`config.mk`:
```
export PLATFORM = sky130hd
export DESIGN_NAME = agu_circ_bitrev
export DESIGN_NICKNAME = d
export VERILOG_FILES = /design/src/rtl/agu_pkg.sv /design/src/rtl/agu_circ_step.sv /design/src/rtl/agu_revcarry.sv /design/src/rtl/agu_circ_bitrev.sv
export SDC_FILE = /design/constraint.sdc
export NUM_CORES = 1
export LEC_CHECK = 0
export BUFFER_PORTS_ARGS = -buffer_cell sky130_fd_sc_hd__buf_2
export CAP_MARGIN = 0
export CORE_MARGIN = 4
export CORE_UTILIZATION = 40
export DETAILED_ROUTE_END_ITERATION = 10
export GPL_TIMING_DRIVEN = 0
export PLACE_DENSITY = 0.71
export SLEW_MARGIN = 15
export SYNTH_ARGS = -nofsm -noshare
export SYNTH_HDL_FRONTEND = slang
export SYNTH_SLANG_ARGS = --single-unit
```
`constraint.sdc`:
```
create_clock -name clk -period 11.5 [get_ports clk]
set_input_delay 0 -clock clk [delete_from_list [all_inputs] [get_ports clk]]
set_output_delay 0 -clock clk [all_outputs]
set_load 0.02 [all_outputs]
```
`src/rtl/agu_pkg.sv`:
```
package agu_pkg;

    typedef enum logic [2:0] {
        MD_LIN_INC = 3'd0,
        MD_LIN_DEC = 3'd1,
        MD_MOD_INC = 3'd2,
        MD_MOD_DEC = 3'd3,
        MD_BITREV  = 3'd4,
        MD_RSV5    = 3'd5,
        MD_RSV6    = 3'd6,
        MD_RSV7    = 3'd7
    } upd_mode_e;

    typedef enum logic [1:0] {
        SZ_BYTE = 2'd0,
        SZ_WORD = 2'd1,
        SZ_LONG = 2'd2,
        SZ_WIDE = 2'd3
    } acc_size_e;

    // log2 of the step in bytes
    function automatic logic [1:0] size_shift(input acc_size_e sz);
        unique case (sz)
            SZ_BYTE: return 2'd0;
            SZ_WORD: return 2'd1;
            SZ_LONG: return 2'd2;
            SZ_WIDE: return 2'd2;
        endcase
    endfunction

endpackage

```
`src/rtl/agu_circ_step.sv`:
```
module agu_circ_step #(
    parameter int AW = 24
) (
    input  logic [AW-1:0] cur,
    input  logic [1:0]    shamt,
    input  logic          dir_dec,
    input  logic          wrap_en,
    input  logic [AW-1:0] lo_bound,
    input  logic [AW-1:0] hi_bound,
    output logic [AW-1:0] nxt
);
    localparam logic [AW-1:0] ONE = AW'(1);

    logic [AW-1:0] step;
    logic [AW-1:0] keep_mask;
    logic [AW-1:0] lo_al;
    logic [AW-1:0] hi_al;
    logic [AW:0]   sum_w;
    logic [AW:0]   dif_w;
    logic          inc_wrap;
    logic          dec_wrap;

    always_comb begin
        step      = ONE << shamt;
        keep_mask = ~(step - ONE);
        lo_al     = lo_bound & keep_mask;
        hi_al     = hi_bound & keep_mask;
        sum_w     = {1'b0, cur} + {1'b0, step};
        dif_w     = {1'b0, cur} - {1'b0, step};
        inc_wrap  = wrap_en && (sum_w > {1'b0, hi_al});
        dec_wrap  = wrap_en && (dif_w[AW] || (dif_w[AW-1:0] < lo_al));
        if (dir_dec)
            nxt = dec_wrap ? hi_al : dif_w[AW-1:0];
        else
            nxt = inc_wrap ? lo_al : sum_w[AW-1:0];
    end

endmodule

```
`src/rtl/agu_revcarry.sv`:
```
module agu_revcarry #(
    parameter int AW = 24
) (
    input  logic [AW-1:0] cur,
    input  logic [1:0]    shamt,
    input  logic [AW-1:0] modifier,
    output logic [AW-1:0] nxt
);
    localparam logic [AW-1:0] ONE = AW'(1);

    // addition with carry travelling toward bit 0
    function automatic logic [AW-1:0] rc_add(input logic [AW-1:0] a,
                                              input logic [AW-1:0] b);
        logic [AW-1:0] s;
        logic c;
        c = 1'b0;
        s = '0;
        for (int i = AW - 1; i >= 0; i--) begin
            s[i] = a[i] ^ b[i] ^ c;
            c    = (a[i] & b[i]) | (c & (a[i] ^ b[i]));
        end
        return s;
    endfunction

    logic [AW-1:0] idx;
    logic [AW-1:0] low_mask;

    always_comb begin
        idx      = cur >> shamt;
        low_mask = (ONE << shamt) - ONE;
        nxt      = (rc_add(idx, modifier) << shamt) | (cur & low_mask);
    end

endmodule

```
`src/rtl/agu_circ_bitrev.sv`:
```
module agu_circ_bitrev #(
    parameter int AW        = 24,
    parameter bit BITREV_EN = 1'b1
) (
    input  logic          clk,
    input  logic          rst,
    input  logic          acc_en,
    input  logic          ld_en,
    input  logic [AW-1:0] ld_val,
    input  logic [1:0]    acc_size,
    input  logic [2:0]    upd_mode,
    input  logic [AW-1:0] buf_start,
    input  logic [AW-1:0] buf_end,
    input  logic [AW-1:0] br_mod,
    output logic [AW-1:0] ea,
    output logic [AW-1:0] next_ptr
);
    import agu_pkg::*;

    upd_mode_e     mode_q;
    logic [1:0]    shamt;
    logic          dir_dec;
    logic          wrap_en;
    logic [AW-1:0] ptr_q;
    logic [AW-1:0] circ_nxt;
    logic [AW-1:0] br_nxt;

    assign mode_q  = upd_mode_e'(upd_mode);
    assign shamt   = size_shift(acc_size_e'(acc_size));
    assign dir_dec = (mode_q == MD_LIN_DEC) || (mode_q == MD_MOD_DEC);
    assign wrap_en = (mode_q == MD_MOD_INC) || (mode_q == MD_MOD_DEC);

    agu_circ_step #(.AW(AW)) u_circ (
        .cur      (ptr_q),
        .shamt    (shamt),
        .dir_dec  (dir_dec),
        .wrap_en  (wrap_en),
        .lo_bound (buf_start),
        .hi_bound (buf_end),
        .nxt      (circ_nxt)
    );

    generate
        if (BITREV_EN) begin : g_br
            agu_revcarry #(.AW(AW)) u_rev (
                .cur      (ptr_q),
                .shamt    (shamt),
                .modifier (br_mod),
                .nxt      (br_nxt)
            );
        end else begin : g_nobr
            // mode 4 falls back to linear increment (circ unit: dir 0, no wrap)
            assign br_nxt = circ_nxt;
        end
    endgenerate

    // next-pointer selection
    always_comb begin
        unique case (mode_q)
            MD_LIN_INC, MD_LIN_DEC,
            MD_MOD_INC, MD_MOD_DEC:       next_ptr = circ_nxt;
            MD_BITREV:                    next_ptr = br_nxt;
            MD_RSV5, MD_RSV6, MD_RSV7:    next_ptr = ptr_q;
        endcase
    end

    // pointer register
    always_ff @(posedge clk) begin
        if (rst)
            ptr_q <= '0;
        else if (ld_en)
            ptr_q <= ld_val;
        else if (acc_en)
            ptr_q <= next_ptr;
    end

    assign ea = ptr_q;

    // ---------------- assertions ----------------
    localparam logic [AW-1:0] ONE = AW'(1);
    logic [AW-1:0] chk_mask;
    logic [AW-1:0] chk_lo;
    logic [AW-1:0] chk_hi;
    assign chk_mask = ~((ONE << shamt) - ONE);
    assign chk_lo   = buf_start & chk_mask;
    assign chk_hi   = buf_end & chk_mask;

    assert_reset_zero_R1: assert property (@(posedge clk)
        rst |=> (ea == '0));

    assert_hold_idle_R2: assert property (@(posedge clk) disable iff (rst)
        (!acc_en && !ld_en) |=> $stable(ea));

    assert_load_wins_R3: assert property (@(posedge clk) disable iff (rst)
        ld_en |=> (ea == $past(ld_val)));

    assert_follow_next_R4: assert property (@(posedge clk) disable iff (rst)
        (acc_en && !ld_en) |=> (ea == $past(next_ptr)));

    assert_circ_inc_stays_R7: assert property (@(posedge clk) disable iff (rst)
        (acc_en && !ld_en && mode_q == MD_MOD_INC && ea >= chk_lo && ea <= chk_hi)
        |=> (ea >= $past(chk_lo) && ea <= $past(chk_hi)));

    assert_circ_dec_stays_R8: assert property (@(posedge clk) disable iff (rst)
        (acc_en && !ld_en && mode_q == MD_MOD_DEC && ea >= chk_lo && ea <= chk_hi)
        |=> (ea >= $past(chk_lo) && ea <= $past(chk_hi)));

    assert_reserved_hold_R11: assert property (@(posedge clk) disable iff (rst)
        (acc_en && !ld_en && upd_mode >= 3'd5) |=> $stable(ea));

endmodule

```
; ---- Word-level counts from Yosys, hierarchy flattened
; Index checks and enable logic that the tools add are counted.
[totals]
word_cells = 156
output_inout_bits = 48
register_bits = 24
[classes]
n_eq_ne = 10
add_sub_neg = 3
reduce_logical = 11
bitwise = 119
n_shift = 3
n_lt_le_gt_ge = 2
n_mux = 7
[ops]
columns = op, n
row1 = two-way mux 24 bit, 5
row2 = AND 24 bit, 3
row3 = one-hot mux 24 bit (3 select lines), 1
row4 = XOR 1 bit, 47
row5 = AND 1 bit, 45
row6 = adder 24 x 24 -> 25 bit, 1
row7 = > comparator 25 x 24 -> 1 bit, 1
row8 = subtractor 24 x 24 -> 25 bit, 1
row9 = < comparator 24 bit, 1
row10 = NOT 24 bit, 1
row11 = OR 24 bit, 1
row12 = << shifter 1 x 2 -> 24 bit (first input constant), 1
row13 = << shifter 24 x 2 -> 24 bit, 1
row14 = right shift 24 x 2 -> 24 bit, 1
row15 = subtractor 24 x 1 -> 24 bit (second input constant), 1
row16 = OR 1 bit, 22
row17 = == test 3 bit (second input constant), 4
row18 = == test 3 x 2 -> 1 bit (second input constant), 2
row19 = one-hot mux 2 bit (3 select lines), 1
row20 = == test 2 bit (second input constant), 2
row21 = OR reduction 4 bit, 1
row22 = == test 3 x 1 -> 1 bit (second input constant), 1
row23 = logical NOT 3 bit, 1
row24 = logical OR 1 bit, 3
row25 = other kinds (6), 7

; ---- Logic depth before layout (Yosys ltp)
; Gate-level depths: netlist of run 1.
[logic_depth]
word_depth = 55
mapped_depth = 41
mapped_depth_nobuf = 40

; ---- Modules after synthesis
; From an unflattened synthesis of run 1, not the netlist that was laid out.
[hier_totals]
hier_cells = 819
area_unflattened_um2 = 6959.2
[by_module_without_submodules]
columns = module, seq_area_each_um2, area_each_um2, n_inst, cells_per_inst
row1 = agu_circ_step, 0.0, 3199.3, 1, 428
row2 = agu_circ_bitrev, 480.5, 2094.5, 1, 251
row3 = agu_revcarry, 0.0, 1665.3, 1, 140

; ---- Worst setup path after synthesis of run 1
; OpenSTA, ideal clock, no wires.
[synth_timing]
path_type = input -> register
from = in acc_size[0]
to = reg ptr_q[1], in the netlist ea[1]
t_arrival_ps = 10669
required_ps = 11386
stages = 38
setup_slack_ps = 717
path_cell_list = clkbuf_1 buf_1 clkbuf_1 clkbuf_1 mux2i_1 o21ai_0 fa_1 inv_1 fa_1 inv_1 fa_1 fa_1 fa_1 fa_1 fa_1 fa_1 fa_1 inv_1 [... 2 more ...] inv_1 fa_1 fa_1 fa_1 fa_1 fa_1 fa_1 fa_1 fa_1 fa_1 fa_1 xnor2_1 xnor2_1 nand2_1 o21ai_0 o31ai_1 a221o_1 a21o_1
[synth_between]
elab_chain_len = 55
[synth_lines]
columns = item, line_no
row1 = from (decl), agu_circ_bitrev.sv:10  ; input logic [1:0] acc_size,
row2 = == test 2 bit, agu_pkg.sv:23  ; unique case (sz)
row3 = OR reduction 2 bit (no line), -
row4 = one-hot mux 2 bit (3 select lines) *, agu_pkg.sv:23
row5 = right shift 24 x 2 -> 24 bit, agu_revcarry.sv:29  ; idx = cur >> shamt;
row6 = AND 1 bit / XOR 1 bit (equally long branches), "agu_revcarry.sv:20, agu_revcarry.sv:19"
row7 = AND 1 bit, agu_revcarry.sv:20  ; c = (a[i] & b[i]) | (c & (a[i] ^ b[i]));
row8 = OR 1 bit, agu_revcarry.sv:20
row9 = AND 1 bit, agu_revcarry.sv:20
row10 = [... 40 more ...], -
row11 = OR 1 bit, agu_revcarry.sv:20
row12 = XOR 1 bit, agu_revcarry.sv:19  ; s[i] = a[i] ^ b[i] ^ c;
row13 = << shifter 24 x 2 -> 24 bit, agu_revcarry.sv:31  ; nxt = (rc_add(idx, modifier) << shamt) | (cur & low_mask);
row14 = OR 24 bit, agu_revcarry.sv:31
row15 = one-hot mux 24 bit (3 select lines) *, agu_circ_bitrev.sv:59  ; unique case (mode_q)
row16 = named net next_ptr[1], agu_circ_bitrev.sv:16  ; output logic [AW-1:0] next_ptr
row17 = two-way mux 24 bit *, agu_circ_bitrev.sv:73  ; else if (acc_en)
row18 = two-way mux 24 bit *, agu_circ_bitrev.sv:71  ; else if (ld_en)
row19 = to (signal assigned), agu_circ_bitrev.sv:72  ; ptr_q <= ld_val;
row20 = to (signal assigned), agu_circ_bitrev.sv:74  ; ptr_q <= next_ptr;
row21 = to (decl), agu_circ_bitrev.sv:24  ; logic [AW-1:0] ptr_q;
; Mark *: on every way through the listed nets, which the timed path passes. The rest lies on a longest branch. The select of a mux whose other input is x is not followed.
; A chain may end at the register's enable or synchronous reset.

; ---- Worst setup path after layout of run 1
[layout_timing]
from = in acc_size[1]
to = out next_ptr[2]
[layout_between]
elab_chain_len = 53
[layout_lines]
columns = item, line_no
row1 = == test 2 bit, agu_pkg.sv:23
row2 = OR reduction 2 bit (no line), -
row3 = one-hot mux 2 bit (3 select lines) *, agu_pkg.sv:23
row4 = right shift 24 x 2 -> 24 bit, agu_revcarry.sv:29
row5 = AND 1 bit / XOR 1 bit (equally long branches), "agu_revcarry.sv:20, agu_revcarry.sv:19"
row6 = AND 1 bit, agu_revcarry.sv:20
row7 = OR 1 bit, agu_revcarry.sv:20
row8 = AND 1 bit, agu_revcarry.sv:20
row9 = [... 37 more ...], -
row10 = AND 1 bit, agu_revcarry.sv:20
row11 = OR 1 bit, agu_revcarry.sv:20
row12 = AND 1 bit, agu_revcarry.sv:20
row13 = OR 1 bit, agu_revcarry.sv:20
row14 = XOR 1 bit, agu_revcarry.sv:19
row15 = << shifter 24 x 2 -> 24 bit, agu_revcarry.sv:31
row16 = OR 24 bit, agu_revcarry.sv:31
row17 = one-hot mux 24 bit (3 select lines) *, agu_circ_bitrev.sv:59
row18 = to (decl), agu_circ_bitrev.sv:16
; Mark *: on every way between the ends. The rest lies on a longest branch, timed or not.

==> flow_results.xml, run 1 <==
<?xml version="1.0" encoding="UTF-8"?>
<metrics>
  <group name="run_status">
    <metric name="status" unit="">finished clean</metric>
  </group>
  <group name="finish">
    <metric name="regMostFlops" unit="">ea</metric>
    <metric name="ratio_of_cells_with_drive_above_1_in_the_final_layout" unit="">0.1874</metric>
    <metric name="layout.cell_area.non_filler" unit="µm²">7453</metric>
    <metric name="largest_register_ff_count" unit="">24</metric>
    <metric name="final_cells" unit="">1262</metric>
    <metric name="net_count_final" unit="">1239</metric>
    <metric name="reg.largest.list" unit="">ea: 24 flops</metric>
    <metric name="syn_to_final_growth" unit="%">18.01</metric>
    <metric name="n_antenna_cell" unit="">0</metric>
    <metric name="layout.filler_cells" unit="">1624</metric>
  </group>
  <group name="power">
    <metric name="power_leakage" unit="µW">0.003545</metric>
    <metric name="combinationalPowerShare" unit="">0.692</metric>
    <metric name="vdd_ir_drop_max" unit="mV">0.06123</metric>
    <metric name="p_switching" unit="µW">336.1</metric>
    <metric name="cellInternalPower" unit="µW">333.8</metric>
    <metric name="power.density" unit="nW/µm²">89.87</metric>
    <metric name="share_seq_of_total_power" unit="">0.153</metric>
    <metric name="netSwitchingFraction" unit="">0.5017</metric>
    <metric name="clockPowerShare" unit="">0.155</metric>
  </group>
  <group name="logic_synthesis">
    <metric name="synth.avg_cell_area" unit="µm²">7.041</metric>
    <metric name="synth_top_cells_by_area" unit="">ha_1, mux2i_1, nand2_1</metric>
    <metric name="synth_cell_type_count" unit="">67</metric>
    <metric name="synth_area" unit="µm²">6316</metric>
    <metric name="synth_async_sr_flop_share" unit="">0</metric>
    <metric name="synthFlopType" unit="">dfxtp_1</metric>
    <metric name="syn_inst" unit="">897</metric>
    <metric name="yosysWarningCount" unit="">0</metric>
    <metric name="synth_largest_area_cell" unit="">ha_1</metric>
    <metric name="ys_ff_latch" unit="">24</metric>
    <metric name="synth.most_common_cell" unit="">nand2_1</metric>
    <metric name="synth.yosys.seq_area_share" unit="">0.07607</metric>
    <metric name="yosys-top-cells-count" unit="">nand2_1, inv_1, mux2i_1</metric>
    <metric name="synth_edf_count" unit="">0</metric>
    <metric name="post-synth-top-area-fraction" unit="">0.1149</metric>
  </group>
  <group name="clock_tree">
    <metric name="cts_tree" unit="">built</metric>
    <metric name="cts.reportedPaths.clkPinSlew" unit="ns">0.07</metric>
    <metric name="cts-buffers-inserted" unit="">3</metric>
    <metric name="level_count_of_the_clock_h_tree" unit="">1</metric>
    <metric name="worst_skew_pair.late_latency" unit="ns">0.27</metric>
    <metric name="post_cts_hold_buffer_count" unit="">0</metric>
    <metric name="ctsRootBufferMaster" unit="">clkbuf_16</metric>
    <metric name="clockBufferDepth" unit="">2</metric>
    <metric name="cts.sink_count" unit="">24</metric>
  </group>
  <group name="placement">
    <metric name="number_of_input_and_output_port_buffers_inserted" unit="">149</metric>
    <metric name="post-place-cells" unit="">1258</metric>
    <metric name="dpl_cell_area" unit="µm²">7335</metric>
    <metric name="hpwl" unit="µm">21930</metric>
    <metric name="routabilityCongestion" unit="">0.9827</metric>
  </group>
  <group name="timing">
    <metric name="final-setup-viol-count" unit="">0</metric>
    <metric name="tightest_slew" unit="ns">0.9480</metric>
    <metric name="slew-limit-headroom" unit="">0.3642</metric>
    <metric name="grt_setup_unrepaired" unit="">no</metric>
    <metric name="finalWorstPathRequiredPeriod" unit="ns">11.11</metric>
    <metric name="fin_skew" unit="ns">0.002654</metric>
    <metric name="max_clock_freq" unit="MHz">90.04</metric>
    <metric name="setup_tns" unit="ns">0</metric>
    <metric name="holdWs" unit="ns">0.03366</metric>
    <metric name="final_max_tran_viols" unit="">0</metric>
    <metric name="final_min_period_over_clock_period" unit="">0.9657</metric>
    <metric name="final_hold_vios" unit="">0</metric>
  </group>
  <group name="critical_path">
    <metric name="start_kind" unit="">primary input</metric>
    <metric name="cpMaxStageDelayCell" unit="">a41oi_1</metric>
    <metric name="timing.critical_path.fanout_max" unit="">10</metric>
    <metric name="regToRegStartpoint" unit="">ea[22]$_SDFFE_PP0P_</metric>
    <metric name="setup.worst_path.class" unit="">in -&gt; out</metric>
    <metric name="r2r_setup_slack" unit="ns">0.96</metric>
    <metric name="cpMostUsedCell" unit="">fa_1</metric>
    <metric name="worst_setup_path_startpoint" unit="">acc_size[1]</metric>
    <metric name="endpoint_kind" unit="">output port</metric>
    <metric name="crit_arrival" unit="ns">11.11</metric>
    <metric name="critical-path-max-stage-delay" unit="ns">0.44</metric>
    <metric name="cp.required" unit="ns">11.50</metric>
  </group>
  <group name="global_routing">
    <metric name="grt_antenna_before_repair" unit="">0</metric>
    <metric name="first_global_vias" unit="">6848</metric>
    <metric name="global_route.overflow_total" unit="">0</metric>
    <metric name="grt_max_degree" unit="">15</metric>
    <metric name="grt_first_pass_wirelength" unit="µm">39060</metric>
    <metric name="grtUsageTotal" unit="">0.2780</metric>
  </group>
  <group name="drt">
    <metric name="totalWireLength" unit="µm">26260</metric>
    <metric name="top_layer_used" unit="">met4</metric>
    <metric name="first_pass_iters" unit="">6</metric>
    <metric name="wl_met1" unit="µm">11100</metric>
    <metric name="route.met3.wl" unit="µm">2623</metric>
    <metric name="drt-wirelength-per-cell" unit="µm">20.81</metric>
    <metric name="post_drt_via_cell_ratio" unit="">5.781</metric>
    <metric name="met2WireLength" unit="µm">11660</metric>
    <metric name="route.detailed.drc" unit="">0</metric>
    <metric name="dr_total_vias" unit="">7295</metric>
    <metric name="drt-initial-drc-count" unit="">863</metric>
    <metric name="ant_nets" unit="">0</metric>
  </group>
  <group name="floorplan">
    <metric name="floorplan.die.height" unit="µm">133.7</metric>
    <metric name="core.rowCount" unit="">45</metric>
    <metric name="initial_utilization" unit="">0.4124</metric>
    <metric name="dieWidth" unit="µm">133.7</metric>
    <metric name="core_region" unit="µm²">15310</metric>
    <metric name="pin_count" unit="">153</metric>
    <metric name="die-area" unit="µm²">17870</metric>
  </group>
  <group name="hold_path">
    <metric name="holdCritPathClass" unit="">in -&gt; reg</metric>
    <metric name="min-delay-start" unit="">ld_val[6]</metric>
  </group>
  <group name="run">
    <metric name="max_cap_viol_count" unit="">0</metric>
  </group>
</metrics>
==> worst paths after layout <==
check | to | depth (start not counted)
worst min-delay path | ea[6]$_SDFFE_PP0P_ | 4
worst max-delay path | next_ptr[2] | 37
worst min register to register | ea[0]$_SDFFE_PP0P_ | 3
worst max register to register | ea[2]$_SDFFE_PP0P_ | 36
==> power by group through the flow <==
stage | combinational (µW) | clock [µW] | sequential (µW)
4_1_cts | 452 | 104 | 102
3_3_place_gp | 448 | 0 | 104
6_report | 463 | 104 | 102
2_1_floorplan | 294 | 0 | 109
3_5_place_dp | 450 | 0 | 104
5_1_grt | 501 | 106 | 103
==> kinds of logic (layout without fill, tap and decap cells) <==
group / Yosys count / after routing / synth area share
AO/OA/AOI/OAI: 229 / 229 / 0.2326
XOR/XNOR: 44 / 44 / 0.06101
adder cells (fa/ha/maj): 82 / 82 / 0.1910
buffers and inverters: 143 / 296 / 0.08875
flip-flops: 24 / 24 / 0.07607
multiplexers: 83 / 83 / 0.1349
other: 2 / 3 / 0.001189
AND/OR/NAND/NOR: 290 / 290 / 0.2145
==> placed cells by master (no fill, tap or decap), types with 9 or more instances in the layout <==
cell type and n:
buf_2 156, nand2_1 133, inv_1 72, mux2i_1 66, o21ai_0 61, ha_1 58, nor2_1 56, clkbuf_1 48
a21oi_1 47, o211ai_1 28, xnor2_1 26, fa_1 24, dfxtp_1 24, nand3_1 20, o21a_1 19, xor2_1 17
mux2_2 17, a21o_1 12, nor3_1 11, nor2b_1 10, a211oi_1 10, a31o_1 10, o21ai_1 9
==> timing repair <==
item	4_1_cts	5_1_grt
endpoints found under the hold margin	0	0
endpoints found under the setup margin	5	6
setup buffers	0	0
cloned	0	0
gates resized for setup	2	5
==> area by class of cell <==
class | count | area, µm² | share of cell area
Buffer | 70 | 292.8 | 0.03928
Clock buffer | 3 | 75.07 | 0.01007
Clock inverter | 1 | 30.03 | 0.004029
Inverter | 73 | 274.0 | 0.03676
Multi-Input combinational cell | 731 | 5291 | 0.7099
Sequential cell | 24 | 480.5 | 0.06446
Tap cell | 211 | 264.0 | 0.03542
Timing Repair Buffer | 149 | 745.7 | 0.1001
==> metrics by stage <==
stage / util / total power [µW] / setup WS [ns]
after floorplan: - / 403.7 / 0.7175
after global placement: 0.4786 / 551.1 / -0.3226
after detailed placement: 0.4789 / 553.7 / -0.3294
after CTS: 0.4859 / 658.4 / 0.1402
after global routing: 0.4867 / 710.1 / 0.01335
final: 0.4867 / 669.9 / 0.3942
==> layer usage <==
metal | up-vias | track usage
met2 | 425 | 0.4492
met1 | 3365 | 0.3778
li1 | 3449 | -
met3 | 56 | 0.04985
met5 | - | 0
met4 | 0 | 0.08571
==> worst max-delay path: cells and delay by family <==
family,cells,cell delay (ns)
xor+xnor,1,0.32
compound gates,4,0.93
simple gates,1,0.09
fa+ha+maj,21,7.70
buf+inv,10,2.04
(Power assumes the default switching activity.)
==> run 2, diff against run 1 <==
--- a/config.mk
+++ b/config.mk
@@ -5,8 +5,7 @@
 export SDC_FILE = /design/constraint.sdc
 export NUM_CORES = 1
 export LEC_CHECK = 0
-export BUFFER_PORTS_ARGS = -buffer_cell sky130_fd_sc_hd__buf_2
-export CAP_MARGIN = 0
+export BUFFER_PORTS_ARGS = -buffer_cell sky130_fd_sc_hd__buf_4
 export CORE_MARGIN = 4
 export CORE_UTILIZATION = 40
 export DETAILED_ROUTE_END_ITERATION = 10
==> run 2 against run 1 <==
Critical path type unchanged. Routed wire length increased by 0.51%. Critical path depth increased by 1. Register-to-register slack got worse by 0.11 ns.
==> flow_results.xml, run 2 (synthesized netlist as in run 1, its figures left out) <==
<?xml version="1.0" encoding="UTF-8"?>
<metrics>
  <group name="finish">
    <metric name="net_count_final" unit="">1239</metric>
    <metric name="most-common-layout-cells" unit="">buf_4, nand2_1, inv_1</metric>
    <metric name="regMostFlops" unit="">ea</metric>
    <metric name="n_antenna_cell" unit="">0</metric>
    <metric name="largest_register_ff_count" unit="">24</metric>
    <metric name="layout.cells.most_common" unit="">buf_4</metric>
    <metric name="ratio_of_cells_with_drive_above_1_in_the_final_layout" unit="">0.1874</metric>
    <metric name="final_cells" unit="">1262</metric>
    <metric name="syn_to_final_growth" unit="%">23.81</metric>
    <metric name="reg.largest.list" unit="">ea: 24 flops</metric>
    <metric name="layout.cell_area.non_filler" unit="µm²">7820</metric>
  </group>
  <group name="floorplan">
    <metric name="floorplan.die.height" unit="µm">133.7</metric>
    <metric name="core_region" unit="µm²">15310</metric>
    <metric name="pin_count" unit="">153</metric>
    <metric name="dieWidth" unit="µm">133.7</metric>
    <metric name="initial_utilization" unit="">0.4124</metric>
    <metric name="die-area" unit="µm²">17870</metric>
    <metric name="core.rowCount" unit="">45</metric>
  </group>
  <group name="critical_path">
    <metric name="cpMaxStageDelayCell" unit="">a221o_1</metric>
    <metric name="start_kind" unit="">primary input</metric>
    <metric name="crit_arrival" unit="ns">11.02</metric>
    <metric name="endpoint_kind" unit="">output port</metric>
    <metric name="timing.critical_path.fanout_max" unit="">10</metric>
    <metric name="cpMostUsedCell" unit="">fa_1</metric>
    <metric name="critical-path-max-stage-delay" unit="ns">0.43</metric>
    <metric name="cp.required" unit="ns">11.50</metric>
    <metric name="setup.worst_path.class" unit="">in -&gt; out</metric>
  </group>
  <group name="power">
    <metric name="power.density" unit="nW/µm²">88.33</metric>
    <metric name="post-layout-total-power" unit="µW">690.8</metric>
    <metric name="vdd_ir_drop_max" unit="mV">0.05892</metric>
    <metric name="power_leakage" unit="µW">0.003653</metric>
  </group>
  <group name="drt">
    <metric name="dr_total_vias" unit="">7234</metric>
    <metric name="first_pass_iters" unit="">5</metric>
    <metric name="post_drt_via_cell_ratio" unit="">5.732</metric>
    <metric name="drt-wirelength-per-cell" unit="µm">20.92</metric>
    <metric name="drt-initial-drc-count" unit="">743</metric>
    <metric name="totalWireLength" unit="µm">26400</metric>
    <metric name="route.detailed.drc" unit="">0</metric>
    <metric name="ant_nets" unit="">0</metric>
  </group>
  <group name="timing">
    <metric name="fin_skew" unit="ns">0.004871</metric>
    <metric name="tightest_slew" unit="ns">1.039</metric>
    <metric name="postLayoutSetupSlackWorst" unit="ns">0.4765</metric>
    <metric name="holdWs" unit="ns">0.02675</metric>
    <metric name="final-setup-viol-count" unit="">0</metric>
    <metric name="slew-limit-headroom" unit="">0.3032</metric>
    <metric name="max_clock_freq" unit="MHz">90.72</metric>
    <metric name="final_hold_vios" unit="">0</metric>
    <metric name="final_min_period_over_clock_period" unit="">0.9586</metric>
    <metric name="finalWorstPathRequiredPeriod" unit="ns">11.02</metric>
    <metric name="final_max_tran_viols" unit="">0</metric>
    <metric name="grt_setup_unrepaired" unit="">no</metric>
  </group>
  <group name="placement">
    <metric name="pre_cts_ws" unit="ns">-0.3390</metric>
    <metric name="number_of_input_and_output_port_buffers_inserted" unit="">149</metric>
    <metric name="hpwl" unit="µm">21680</metric>
    <metric name="post-place-cells" unit="">1258</metric>
    <metric name="dpl_cell_area" unit="µm²">7707</metric>
    <metric name="routabilityCongestion" unit="">0.9988</metric>
  </group>
  <group name="global_routing">
    <metric name="grt_antenna_before_repair" unit="">0</metric>
    <metric name="global_route.overflow_total" unit="">0</metric>
    <metric name="grt_max_degree" unit="">15</metric>
    <metric name="first_global_vias" unit="">6942</metric>
    <metric name="grtUsageTotal" unit="">0.2823</metric>
    <metric name="grt_first_pass_wirelength" unit="µm">39570</metric>
  </group>
  <group name="clock_tree">
    <metric name="cts-buffers-inserted" unit="">3</metric>
    <metric name="cts.sink_count" unit="">24</metric>
    <metric name="clockBufferDepth" unit="">2</metric>
    <metric name="cts.reportedPaths.clkPinSlew" unit="ns">0.07</metric>
    <metric name="ctsRootBufferMaster" unit="">clkbuf_16</metric>
    <metric name="cts_tree" unit="">built</metric>
    <metric name="level_count_of_the_clock_h_tree" unit="">1</metric>
    <metric name="worst_skew_pair.late_latency" unit="ns">0.27</metric>
  </group>
  <group name="run_status">
    <metric name="status" unit="">finished clean</metric>
  </group>
  <group name="hold_path">
    <metric name="holdCritPathClass" unit="">in -&gt; reg</metric>
  </group>
  <group name="run">
    <metric name="max_cap_viol_count" unit="">0</metric>
  </group>
</metrics>
[run 2: final timing paths]
check	from	end	slack, ns	cells after the start
min reg2reg	ea[0]$_SDFFE_PP0P_	ea[0]$_SDFFE_PP0P_	0.79	3
max reg2reg	ea[22]$_SDFFE_PP0P_	ea[1]$_SDFFE_PP0P_	0.85	37
max	acc_size[1]	next_ptr[1]	0.48	38
min	ld_val[6]	ea[6]$_SDFFE_PP0P_	0.03	4
[run 2: report_power, final]
part	switching (µW)	leakage [µW]	internal [µW]
clock	34.7	0.0000511	69.4
combinational	290	0.00340	194
sequential	12.0	0.000199	91.1
[run 2: area by class of cell]
class / count / area, µm²
Multi-Input combinational cell: 731 / 5284
Sequential cell: 24 / 480.5
Clock inverter: 1 / 30.03
Fill cell: 1655 / 7495
Inverter: 73 / 274.0
Tap cell: 211 / 264.0
Buffer: 70 / 294.0
Timing Repair Buffer: 149 / 1119
Clock buffer: 3 / 75.07
[run 2: timing repair]
item / CTS / global route
resized for setup: 2 / 7
cloned: 0 / 0
setup buffers: 0 / 0
endpoints found under the setup margin: 5 / 6
hold buffers: 0 / 0
[run 2: per-layer routing]
layer	routed length, µm	vias up	part of all wire	GRT usage
li1	-	3439	-	-
met2	11700	363	0.44	0.4512
met3	2358	53	0.089	0.05816
met4	878	0	0.033	0.08800
met1	11460	3379	0.43	0.3825
met5	0	-	0	0
[run 2: critical path, delay by kind of cell]
kind	cells	cell delay, ns
AOI/OAI and AO/OA	4	0.82
xor gates and xnor gates	2	0.58
adders and majority gates	21	7.67
buffers and inverters	10	1.87
and+or+nand+nor	1	0.06
[run 2: metrics by stage]
step	TNS (ns)	utilization
floorplan	0	-
global placement	-1.601	0.5029
detailed placement	-1.310	0.5033
CTS	0	0.5103
global route	0	0.5106
finish	0	0.5106
